--- config.mk ---
export PLATFORM = sky130hd
export DESIGN_NAME = dram_bank_timing
export DESIGN_NICKNAME = d
export VERILOG_FILES = /design/src/rtl/dbt_pkg.sv /design/src/rtl/dbt_bank.sv /design/src/rtl/dbt_spacing.sv /design/src/rtl/dbt_rules.sv /design/src/rtl/dram_bank_timing.sv
export SDC_FILE = /design/constraint.sdc
export NUM_CORES = 1
export LEC_CHECK = 0
export BUFFER_PORTS_ARGS = -buffer_cell sky130_fd_sc_hd__clkbuf_2
export CORE_ASPECT_RATIO = 1.4
export CORE_MARGIN = 3
export CORE_UTILIZATION = 39
export CTS_CLUSTER_SIZE = 20
export DETAILED_ROUTE_END_ITERATION = 7
export GPL_TIMING_DRIVEN = 1
export SYNTH_ARGS = -nofsm -noshare
export SYNTH_HDL_FRONTEND = slang
export SYNTH_SLANG_ARGS = --single-unit
--- constraint.sdc ---
create_clock -name clk -period 4.35 [get_ports clk]
set_clock_uncertainty 0.1 [all_clocks]
set_input_delay 0.87 -clock clk [delete_from_list [all_inputs] [get_ports clk]]
set_output_delay 0.87 -clock clk [all_outputs]
set_load 0.1 [all_outputs]
--- src/rtl/dbt_pkg.sv ---
package dbt_pkg;

  typedef enum logic [2:0] {
    CMD_ACT = 3'd0,
    CMD_RD  = 3'd1,
    CMD_WR  = 3'd2,
    CMD_PRE = 3'd3,
    CMD_REF = 3'd4
  } dbt_cmd_e;

  // minimum limit: round up to whole clocks
  function automatic int unsigned ns_to_ck_up(int unsigned ns, int unsigned ck_ns);
    return (ns + ck_ns - 1) / ck_ns;
  endfunction

  // maximum limit: round down to whole clocks
  function automatic int unsigned ns_to_ck_dn(int unsigned ns, int unsigned ck_ns);
    return ns / ck_ns;
  endfunction

  // a window of n cycles loads n-1; the command is legal again when the count is 0
  function automatic int unsigned win_load(int unsigned n);
    return (n == 0) ? 0 : n - 1;
  endfunction

endpackage

--- src/rtl/dbt_bank.sv ---
module dbt_bank #(
  parameter int CW         = 6,
  parameter int AGE_W      = 14,
  parameter int ROW_W      = 13,
  parameter int RC_LD      = 9,
  parameter int RCD_LD     = 2,
  parameter int RAS_LD     = 6,
  parameter int RP_LD      = 2,
  parameter int RFC_LD     = 19,
  parameter int RD_PRE_LD  = 1,
  parameter int WR_PRE_LD  = 5,
  parameter int RAS_MAX_CK = 11666
) (
  input  logic             clk,
  input  logic             rst_n,
  input  logic             do_act,
  input  logic             do_rd,
  input  logic             do_wr,
  input  logic             do_ap,
  input  logic             do_pre,
  input  logic             do_ref,
  input  logic [ROW_W-1:0] row_in,
  output logic             is_open,
  output logic [ROW_W-1:0] row_q,
  output logic             act_ready,
  output logic             rw_ready,
  output logic             pre_ready,
  output logic             ap_pend,
  output logic             idle_ready,
  output logic             ap_fire,
  output logic             ras_expire
);
  localparam logic [CW-1:0]    RC_V   = CW'(RC_LD);
  localparam logic [CW-1:0]    RCD_V  = CW'(RCD_LD);
  localparam logic [CW-1:0]    RAS_V  = CW'(RAS_LD);
  localparam logic [CW-1:0]    RP_V   = CW'(RP_LD);
  localparam logic [CW-1:0]    RFC_V  = CW'(RFC_LD);
  localparam logic [CW-1:0]    RDP_V  = CW'(RD_PRE_LD);
  localparam logic [CW-1:0]    WRP_V  = CW'(WR_PRE_LD);
  localparam logic [AGE_W-1:0] AGE_MX = AGE_W'(RAS_MAX_CK);

  logic [CW-1:0]    act_cnt, rw_cnt, pre_cnt;
  logic [CW-1:0]    act_n, rw_n, pre_n;
  logic [AGE_W-1:0] age, age_n;
  logic             open_n, ap_n, close_now;

  function automatic logic [CW-1:0] dec(logic [CW-1:0] v);
    return (v == '0) ? '0 : v - 1'b1;
  endfunction

  function automatic logic [CW-1:0] mx(logic [CW-1:0] a, logic [CW-1:0] b);
    return (a > b) ? a : b;
  endfunction

  assign ap_fire    = ap_pend && (pre_cnt == '0);
  assign close_now  = do_pre || ((do_rd || do_wr) && do_ap);
  assign act_ready  = !is_open && !ap_pend && (act_cnt == '0);
  assign rw_ready   = is_open && (rw_cnt == '0);
  assign pre_ready  = (pre_cnt == '0);
  assign idle_ready = act_ready;
  assign ras_expire = is_open && (age == AGE_MX) && !close_now;

  always_comb begin
    act_n  = dec(act_cnt);
    rw_n   = dec(rw_cnt);
    pre_n  = dec(pre_cnt);
    open_n = is_open;
    ap_n   = ap_pend;
    age_n  = age;
    if (do_act) begin
      act_n  = RC_V;
      rw_n   = RCD_V;
      pre_n  = RAS_V;
      open_n = 1'b1;
      age_n  = AGE_W'(1);
    end else if (is_open && (age <= AGE_MX)) begin
      age_n = age + 1'b1;
    end
    if (do_rd) pre_n = mx(pre_n, RDP_V);
    if (do_wr) pre_n = mx(pre_n, WRP_V);
    if (close_now) open_n = 1'b0;
    if ((do_rd || do_wr) && do_ap) ap_n = 1'b1;
    if (ap_fire) ap_n = 1'b0;
    if (do_pre || ap_fire) act_n = mx(act_n, RP_V);
    if (do_ref) act_n = mx(act_n, RFC_V);
  end

  always_ff @(posedge clk) begin
    if (!rst_n) begin
      act_cnt <= '0;
      rw_cnt  <= '0;
      pre_cnt <= '0;
      age     <= '0;
      is_open <= 1'b0;
      ap_pend <= 1'b0;
      row_q   <= '0;
    end else begin
      act_cnt <= act_n;
      rw_cnt  <= rw_n;
      pre_cnt <= pre_n;
      age     <= age_n;
      is_open <= open_n;
      ap_pend <= ap_n;
      if (do_act) row_q <= row_in;
    end
  end
endmodule

--- src/rtl/dbt_spacing.sv ---
module dbt_spacing #(
  parameter int CW     = 6,
  parameter int RRD_LD = 1,
  parameter int WTR_LD = 3
) (
  input  logic clk,
  input  logic rst_n,
  input  logic any_act,
  input  logic any_wr,
  output logic rrd_ready,
  output logic wtr_ready
);
  localparam logic [CW-1:0] RRD_V = CW'(RRD_LD);
  localparam logic [CW-1:0] WTR_V = CW'(WTR_LD);

  logic [CW-1:0] rrd_cnt, wtr_cnt;

  assign rrd_ready = (rrd_cnt == '0);
  assign wtr_ready = (wtr_cnt == '0);

  always_ff @(posedge clk) begin
    if (!rst_n) begin
      rrd_cnt <= '0;
      wtr_cnt <= '0;
    end else begin
      if (any_act)           rrd_cnt <= RRD_V;
      else if (!rrd_ready)   rrd_cnt <= rrd_cnt - 1'b1;
      if (any_wr)            wtr_cnt <= WTR_V;
      else if (!wtr_ready)   wtr_cnt <= wtr_cnt - 1'b1;
    end
  end
endmodule

--- src/rtl/dbt_rules.sv ---
module dbt_rules #(
  parameter int NB   = 4,
  parameter int BA_W = 2
) (
  input  logic            req,
  input  logic [2:0]      cmd,
  input  logic [BA_W-1:0] bank,
  input  logic            a10,
  input  logic [NB-1:0]   is_open,
  input  logic [NB-1:0]   act_ready,
  input  logic [NB-1:0]   rw_ready,
  input  logic [NB-1:0]   pre_ready,
  input  logic [NB-1:0]   ap_pend,
  input  logic [NB-1:0]   idle_ready,
  input  logic            rrd_ready,
  input  logic            wtr_ready,
  output logic            grant,
  output logic            reject
);
  import dbt_pkg::*;

  logic ok, all_pre_ok, one_pre_ok;

  assign all_pre_ok = &(~ap_pend & (~is_open | pre_ready));
  assign one_pre_ok = !ap_pend[bank] && (!is_open[bank] || pre_ready[bank]);

  always_comb begin
    case (cmd)
      CMD_ACT: ok = act_ready[bank] && rrd_ready;
      CMD_RD:  ok = rw_ready[bank] && wtr_ready;
      CMD_WR:  ok = rw_ready[bank];
      CMD_PRE: ok = a10 ? all_pre_ok : one_pre_ok;
      CMD_REF: ok = &idle_ready;
      default: ok = 1'b0;
    endcase
  end

  assign grant  = req && ok;
  assign reject = req && !ok;
endmodule

--- src/rtl/dram_bank_timing.sv ---
module dram_bank_timing #(
  parameter int CK_NS        = 6,
  parameter int T_RCD_NS     = 18,
  parameter int T_RP_NS      = 18,
  parameter int T_RAS_MIN_NS = 42,
  parameter int T_RAS_MAX_NS = 70000,
  parameter int T_RC_NS      = 60,
  parameter int T_RRD_NS     = 12,
  parameter int T_WR_NS      = 15,
  parameter int T_RFC_NS     = 120,
  parameter int T_WTR_CK     = 1,
  parameter int WR_DATA_CK   = 3,
  parameter int RD_PRE_CK    = 2,
  parameter int ROW_W        = 13,
  parameter int NUM_BANKS    = 4
) (
  input  logic                       clk,
  input  logic                       rst_n,
  input  logic                       req,
  input  logic [2:0]                 cmd,
  input  logic [$clog2(NUM_BANKS)-1:0] bank,
  input  logic                       a10,
  input  logic [ROW_W-1:0]           row,
  output logic                       grant,
  output logic                       viol,
  output logic [NUM_BANKS-1:0]       bank_open,
  output logic [NUM_BANKS*ROW_W-1:0] open_row
);
  import dbt_pkg::*;

  localparam int BA_W       = $clog2(NUM_BANKS);
  localparam int RCD_CK     = ns_to_ck_up(T_RCD_NS, CK_NS);
  localparam int RP_CK      = ns_to_ck_up(T_RP_NS, CK_NS);
  localparam int RAS_CK     = ns_to_ck_up(T_RAS_MIN_NS, CK_NS);
  localparam int RAS_MAX_CK = ns_to_ck_dn(T_RAS_MAX_NS, CK_NS);
  localparam int RC_CK      = ns_to_ck_up(T_RC_NS, CK_NS);
  localparam int RRD_CK     = ns_to_ck_up(T_RRD_NS, CK_NS);
  localparam int WR_CK      = ns_to_ck_up(T_WR_NS, CK_NS);
  localparam int RFC_CK     = ns_to_ck_up(T_RFC_NS, CK_NS);
  localparam int WRPRE_CK   = WR_DATA_CK + WR_CK;
  localparam int WTR_TOT_CK = WR_DATA_CK + T_WTR_CK;
  localparam int CW         = $clog2(RC_CK + RFC_CK + WRPRE_CK + RAS_CK + RCD_CK + 2);
  localparam int AGE_W      = $clog2(RAS_MAX_CK + 2);

  logic [NUM_BANKS-1:0] act_ready, rw_ready, pre_ready, ap_pend, idle_ready;
  logic [NUM_BANKS-1:0] ap_fire, ras_expire;
  logic                 rrd_ready, wtr_ready, reject;
  logic                 g_act, g_rd, g_wr, g_pre, g_ref;

  // named command events for the checker
  assign g_act = grant && (cmd == CMD_ACT);
  assign g_rd  = grant && (cmd == CMD_RD);
  assign g_wr  = grant && (cmd == CMD_WR);
  assign g_pre = grant && (cmd == CMD_PRE);
  assign g_ref = grant && (cmd == CMD_REF);

  dbt_rules #(.NB(NUM_BANKS), .BA_W(BA_W)) u_rules (
    .req(req), .cmd(cmd), .bank(bank), .a10(a10),
    .is_open(bank_open), .act_ready(act_ready), .rw_ready(rw_ready),
    .pre_ready(pre_ready), .ap_pend(ap_pend), .idle_ready(idle_ready),
    .rrd_ready(rrd_ready), .wtr_ready(wtr_ready),
    .grant(grant), .reject(reject)
  );

  dbt_spacing #(.CW(CW), .RRD_LD(win_load(RRD_CK)), .WTR_LD(win_load(WTR_TOT_CK))) u_spacing (
    .clk(clk), .rst_n(rst_n), .any_act(g_act), .any_wr(g_wr),
    .rrd_ready(rrd_ready), .wtr_ready(wtr_ready)
  );

  for (genvar b = 0; b < NUM_BANKS; b++) begin : g_bank
    logic hit;
    assign hit = (bank == BA_W'(b));
    dbt_bank #(
      .CW(CW), .AGE_W(AGE_W), .ROW_W(ROW_W),
      .RC_LD(win_load(RC_CK)), .RCD_LD(win_load(RCD_CK)), .RAS_LD(win_load(RAS_CK)),
      .RP_LD(win_load(RP_CK)), .RFC_LD(win_load(RFC_CK)),
      .RD_PRE_LD(win_load(RD_PRE_CK)), .WR_PRE_LD(win_load(WRPRE_CK)),
      .RAS_MAX_CK(RAS_MAX_CK)
    ) u_bank (
      .clk(clk), .rst_n(rst_n),
      .do_act(g_act && hit),
      .do_rd(g_rd && hit),
      .do_wr(g_wr && hit),
      .do_ap(a10),
      .do_pre(g_pre && bank_open[b] && (a10 || hit)),
      .do_ref(g_ref),
      .row_in(row),
      .is_open(bank_open[b]),
      .row_q(open_row[b*ROW_W +: ROW_W]),
      .act_ready(act_ready[b]), .rw_ready(rw_ready[b]), .pre_ready(pre_ready[b]),
      .ap_pend(ap_pend[b]), .idle_ready(idle_ready[b]),
      .ap_fire(ap_fire[b]), .ras_expire(ras_expire[b])
    );
  end

  assign viol = reject || (|ras_expire);
endmodule

* Word level (Yosys, flattened, before mapping)
Cells that the tools add are included.
** Storage, ports and cells
- Output and inout port bits :: 58
- Bits of input ports :: 22
- Word-level logic and storage cells :: 313
- Register bits :: 200
** Operators by class
- Mux-type cells :: 80
- Magnitude comparators :: 21
- Reductions and logical operators :: 136
- Bitwise gates (word level) :: 5
- Add/subtract/negate cells :: 18
- Equality and inequality tests :: 13
** Operator list (number)
- 6-bit 2-to-1 mux :: 48
- 6-bit logical NOT :: 14
- 6-bit by 1-bit subtractor with 6-bit output (second input constant) :: 14
- 1-bit logical AND :: 62
- 14-bit by 1-bit adder with 14-bit output (second input constant) :: 4
- 14-bit == test (second input constant) :: 4
- 14-bit <= comparator (second input constant) :: 4
- 2-bit OR reduction :: 14
- 6-bit by 1-bit > comparator with 1-bit output (second input constant) :: 4
- 6-bit by 2-bit > comparator with 1-bit output (second input constant) :: 4
- 6-bit by 3-bit > comparator with 1-bit output (second input constant) :: 4
- 6-bit by 5-bit > comparator with 1-bit output (second input constant) :: 4
- 2-bit 2-to-1 mux :: 10
- 1-bit logical OR :: 18
- 1-bit 2-to-1 mux :: 16
- 1-bit logical NOT :: 15
- 3-bit OR reduction :: 4
- 1-bit binary-select mux with 2-bit select :: 5
- 4-bit NOT :: 2
- 4-bit AND reduction :: 2
- 2-bit nonzero test :: 4
- 3-bit by 2-bit == test with 1-bit output (second input constant) :: 2
- 1-bit one-hot mux with 5 select lines :: 1
- 4-bit AND :: 1
- 11 further kinds :: 13

* Logic depth before layout (Yosys ltp)
- Word-level depth :: 17
- Mapped depth :: 12
- Gate-level depth less buffers :: 10

* Cells and area by module
From an unflattened synthesis, not the netlist that was laid out.
** Unflattened totals
- Cells, all modules :: 1176
- Area, all modules :: 10451.3 µm²
** Modules (own cells, without submodules)
- dbt_bank :: instances 4, area an instance 2337.2 µm², sequential area each 940.9 µm², cells an instance 259
- dbt_spacing :: instances 1, area an instance 674.4 µm², sequential area each 240.2 µm², cells an instance 75
- dbt_rules :: instances 1, area an instance 215.2 µm², sequential area each 0.0 µm², cells an instance 29
- dram_bank_timing :: instances 1, area an instance 212.7 µm², sequential area each 0.0 µm², cells an instance 36

* Worst setup path after synthesis
OpenSTA, ideal clock, no wires.
- Kind :: register -> output
- Start point :: register u_spacing.rrd_cnt[0]
- End point :: output viol
- Buffers on the path :: 2
- Data required time :: 3380 ps
- Path slack :: -102 ps
- Arrival :: 3482 ps
- Stages on the path, launching flop included :: 13
- Cell sequence :: dfxtp_1 > inv_1 > ha_1 > or3b_1 > or3_1 > buf_2 > or4_1 > or4_1 > and3_4 > buf_6 > o31a_4 > o22ai_1 > nand3_1
** Between the ends
- Longest elaborated chain between the ends :: 13
- Elaborated cells on any way between the ends :: 47
- Classes of those cells :: mux (1); reduce/logical (46)
** Ends and longest elaborated chain
- from (decl) :: RTL line dbt_spacing.sv:16 : logic [CW-1:0] rrd_cnt, wtr_cnt;
- from (signal assigned) :: RTL line dbt_spacing.sv:27 : else if (!rrd_ready) rrd_cnt <= rrd_cnt - 1'b1;
- 6-bit logical NOT * :: RTL line dbt_spacing.sv:18 : assign rrd_ready = (rrd_cnt == '0);
- 1-bit logical AND * :: RTL line dbt_rules.sv:29 : CMD_ACT: ok = act_ready[bank] && rrd_ready;
- 1-bit one-hot mux with 5 select lines * :: RTL line dbt_rules.sv:28 : case (cmd)
- 1-bit logical AND :: RTL line dbt_rules.sv:38 : assign grant = req && ok;
- 1-bit logical AND (on tied branches) :: RTL line dram_bank_timing.sv:52, dram_bank_timing.sv:53
- 1-bit logical AND (on tied branches) :: RTL line dram_bank_timing.sv:82, dram_bank_timing.sv:83
- 1-bit logical OR :: RTL line dbt_bank.sv:56 : assign close_now = do_pre || ((do_rd || do_wr) && do_ap);
- 1-bit logical AND :: RTL line dbt_bank.sv:56
- 1-bit logical OR :: RTL line dbt_bank.sv:56
- 1-bit logical NOT :: RTL line dbt_bank.sv:61 : assign ras_expire = is_open && (age == AGE_MX) && !close_now;
- 1-bit logical AND :: RTL line dbt_bank.sv:61
- 4-bit OR reduction :: RTL line dram_bank_timing.sv:96 : assign viol = reject || (|ras_expire);
- 1-bit logical OR * :: RTL line dram_bank_timing.sv:96
- to (decl) :: RTL line dram_bank_timing.sv:25 : output logic viol,
Mark *: on every way between the ends. The rest lies on a longest branch, timed or not.

* Worst setup path after layout
- Start point :: register u_spacing.rrd_cnt[0]
- End point :: output grant
** Between the ends
- Longest elaborated chain between the ends :: 4
** Ends and longest elaborated chain
- 6-bit logical NOT :: RTL line dbt_spacing.sv:18
- 1-bit logical AND :: RTL line dbt_rules.sv:29
- 1-bit one-hot mux with 5 select lines :: RTL line dbt_rules.sv:28
- 1-bit logical AND :: RTL line dbt_rules.sv:38
- to (decl) :: RTL line dram_bank_timing.sv:24 : output logic grant,
Every way passes these cells.

==> Flow_metrics.wiki <==
{| class="wikitable"
! Metric !! Value
|-
| Effective utilization at floorplan || 0.399
|-
| CTS Buf Count || 17
|-
| Synthesis-to-layout area growth || 15.3%
|-
| CTS clock-pin slew for the worst setup and hold paths || 70 ps
|-
| Die height || between 150 and 200 µm
|-
| Iter 0 DRT Violations || 357
|-
| Share of synthesized registers carrying an async set or reset || 0
|-
| Fraction of synthesized cell area taken by the top area cell type || 0.417
|-
| Max-Cap Viols || 0
|-
| Warning count from the yosys run || 0
|-
| Maximum operating frequency || ~230 MHz
|-
| Area used by sequential logic in the layout || ~4000 µm²
|-
| Die ar. || 26600 µm²
|-
| Half-perimeter wire length after placement || 18000 µm
|-
| Post-layout nets || around 1300
|-
| Via count of the first global-routing pass || 8139
|-
| Fill cells || 2387
|-
| Leftover overflow at the end of global routing || 0
|-
| Critical Path AT || 3300 ps
|-
| Largest driver fanout on the critical path || 4
|-
| Later-pin clock latency in the skew report || roughly 440 ps
|-
| Cell area after synthesis || ~9600 µm²
|-
| Share of synthesized area occupied by flip-flops and latches || 0.417
|-
| Kind of launch point of the worst setup path || flop
|-
| Antenna-violating nets left || 0
|-
| Post-route setup TNS || 0 ps
|-
| Drt drc || 0
|-
| Number of hold buffers added after CTS || 0
|-
| Total power divided by cell area || between 500 and 600 nW/µm²
|-
| Run status || finished, final reports clean
|-
| Average routed wire per standard cell || 15.5 µm
|-
| Transition time of the tightest slew-check pin || 919 ps
|-
| Average cell area after synthesis || just under 8 µm²
|-
| Final-report max-slew violation count || 0
|-
| Count of flip-flops with a built-in enable after synthesis || 0
|-
| Register bit total from synthesis || 200
|-
| Core box area || approximately 24000 µm²
|-
| Routed Wire Length || 25000 µm
|-
| Core Rows || 67
|-
| Leakage power || 4.28 nW
|-
| Number of levels in the clock H-tree || 4
|-
| Number of detailed-route iterations in the first pass || 5
|-
| CP endpoint kind || primary output
|-
| Number of buffers inserted by port buffering || 79
|-
| Most common flop cell mapped by yosys || dfxtp_1
|-
| Initial antenna violation count || 0
|-
| Slew headroom || 0.372
|-
| Largest net degree at the start of global routing || 36
|-
| Fraction of layout instances using a drive strength above 1 || 0.140
|-
| Cell at the root of the clock tree || clkbuf_16
|-
| TritonCTS clock tree || done
|-
| Data required time at the worst endpoint || 3380 ps
|-
| Start-to-end type of the worst setup path || reg -> out
|-
| RSZ-0062 raised after global routing || false
|-
| Total nets after synthesis || 1264
|-
| Placer congestion estimate || roughly 0.9
|-
| Aggregate global-route resource usage || 0.187
|-
| Wire length of the first global-routing pass || between 40000 and 50000 µm
|-
| Synth unique cells || 67
|-
| Min Clock Period, post-route || 4270 ps
|-
| Highest-count cells in the layout ignoring fill and taps || dfxtp_1, nand2_1, nor2_1, a21oi_1, clkbuf_2
|-
| DR vias/cell || 5.25
|-
| Clock Path Buffers || 2
|-
| Sinks on the clock net || 200
|-
| Number of instances in the synthesized netlist || 1211
|-
| Placed Instance Area || 10400 µm²
|-
| Final standard cell area without fillers || 11100 µm²
|-
| Setup violators final || 0
|-
| Worst hold slack || roughly 350 ps
|-
| HP Class || reg -> reg
|-
| Dominant cells by area after synthesis || dfxtp_1, nand2_1, nor2_1
|-
| Area occupied by multi-input gates || 5280 µm²
|-
| Die Span X || 139 µm
|-
| Share of the clock period used by the worst path after layout || 0.982
|-
| Hold Fails Final Rpt || 0
|-
| Leading area contributor after synthesis || dfxtp_1
|-
| Max IR drop VDD || about 0.33 mV
|-
| Boundary pin count || 80
|-
| Final antenna diode count || 0
|-
| Commonest non-fill, non-tap cell in the layout || dfxtp_1
|-
| Via count || 8457
|}
-- routing by layer --
| layer | GRT usage | part of all wire |
|---|---|---|
| met5 | 0 | 0 |
| met4 | 0.0727 | 0.023 |
| met3 | 0.0391 | 0.036 |
| met2 | 0.333 | 0.51 |
| met1 | 0.222 | 0.43 |
-- critical path: stages (launching register included) --
cell and delay [ps]:
dfxtp_2 330, inv_2 60, ha_4 120, or3b_4 370
or3_4 340, or4_4 410, or4_4 490, and3_4 170
o31a_4 130, and2b_2 260, buf_12 180
-- cell usage after synthesis, types with 23 or more instances --
master and n:
dfxtp_1 200, nand2_1 192, nor2_1 188, a21oi_1 94, xor2_1 51, inv_1 44
clkbuf_1 40, xnor2_1 39, nor3_1 38, o21ai_0 37, ha_1 31, nand3_1 23
-- state kept, by name (all words and copies together) (netlist names) --
name and flops:
g_bank.u_bank.is_open 4, g_bank.u_bank.pre_cnt 24, g_bank.u_bank.row_q 52, g_bank.u_bank.rw_cnt 24, g_bank.u_bank.act_cnt 24, u_spacing.wtr_cnt 6
u_spacing.rrd_cnt 6, g_bank.u_bank.ap_pend 4, g_bank.u_bank.age 56
-- path summary, 6_finish.rpt --
kind	startpoint	to	slack, ps	depth (start not counted)
hold reg to reg	g_bank[2].u_bank.rw_cnt[0]	g_bank[2].u_bank.rw_cnt[0]	350	1
hold / removal	g_bank[2].u_bank.rw_cnt[0]	g_bank[2].u_bank.rw_cnt[0]	350	1
setup reg to reg	u_spacing.rrd_cnt[0]	g_bank[0].u_bank.rw_cnt[3]	760	11
setup / recovery	u_spacing.rrd_cnt[0]	grant	80	10
-- stage by stage --
step	util	total power, mW	cells	worst slack [ps]
5_1_grt	0.461	6.90	1611	4.38
4_1_cts	0.459	6.45	1611	0.350
3_3_place_gp	0.432	4.72	1573	378
2_1_floorplan	-	4.24	1211	150
6_report	0.461	6.40	1611	79.5
3_5_place_dp	0.432	4.75	1573	326
-- logic make-up (layout without fill, tap and decap cells) --
| group | Yosys count | in the layout | share of synthesized area |
|---|---|---|---|
| AOI/OAI and AO/OA | 209 | 209 | 0.134 |
| and+or+nand+nor | 579 | 579 | 0.280 |
| buffers and inverters | 95 | 185 | 0.0401 |
| DFF | 200 | 200 | 0.417 |
| adders and majority gates | 31 | 31 | 0.0404 |
| muxes | 7 | 7 | 0.00742 |
| xor gates and xnor gates | 90 | 90 | 0.0820 |
-- cell type report --
cell class                 count  area share
clock buffer                  21      0.0425
clock inverter                11      0.0114
inverter                      44      0.0149
multi-input combinational    916       0.476
sequential                   200       0.362
tap                          310      0.0350
timing repair buffer         109      0.0587
-- power breakdown --
part	leakage [nW]	switching [mW]	internal (mW)	total, mW
Clock	0.292	0.744	0.859	1.60
Combinational	2.36	1.36	1.03	2.40
Sequential	1.63	0.258	2.15	2.40
-- timing repair --
| item | in CTS | in global routing |
|---|---|---|
| gates resized for setup | 8 | 5 |
| buffers inserted | 6 | 0 |
| endpoints found under the setup margin | 2 | 2 |
| hold endpoints to repair | 0 | 0 |
| pin swaps | 2 | 1 |
(Power assumes the default switching activity.)
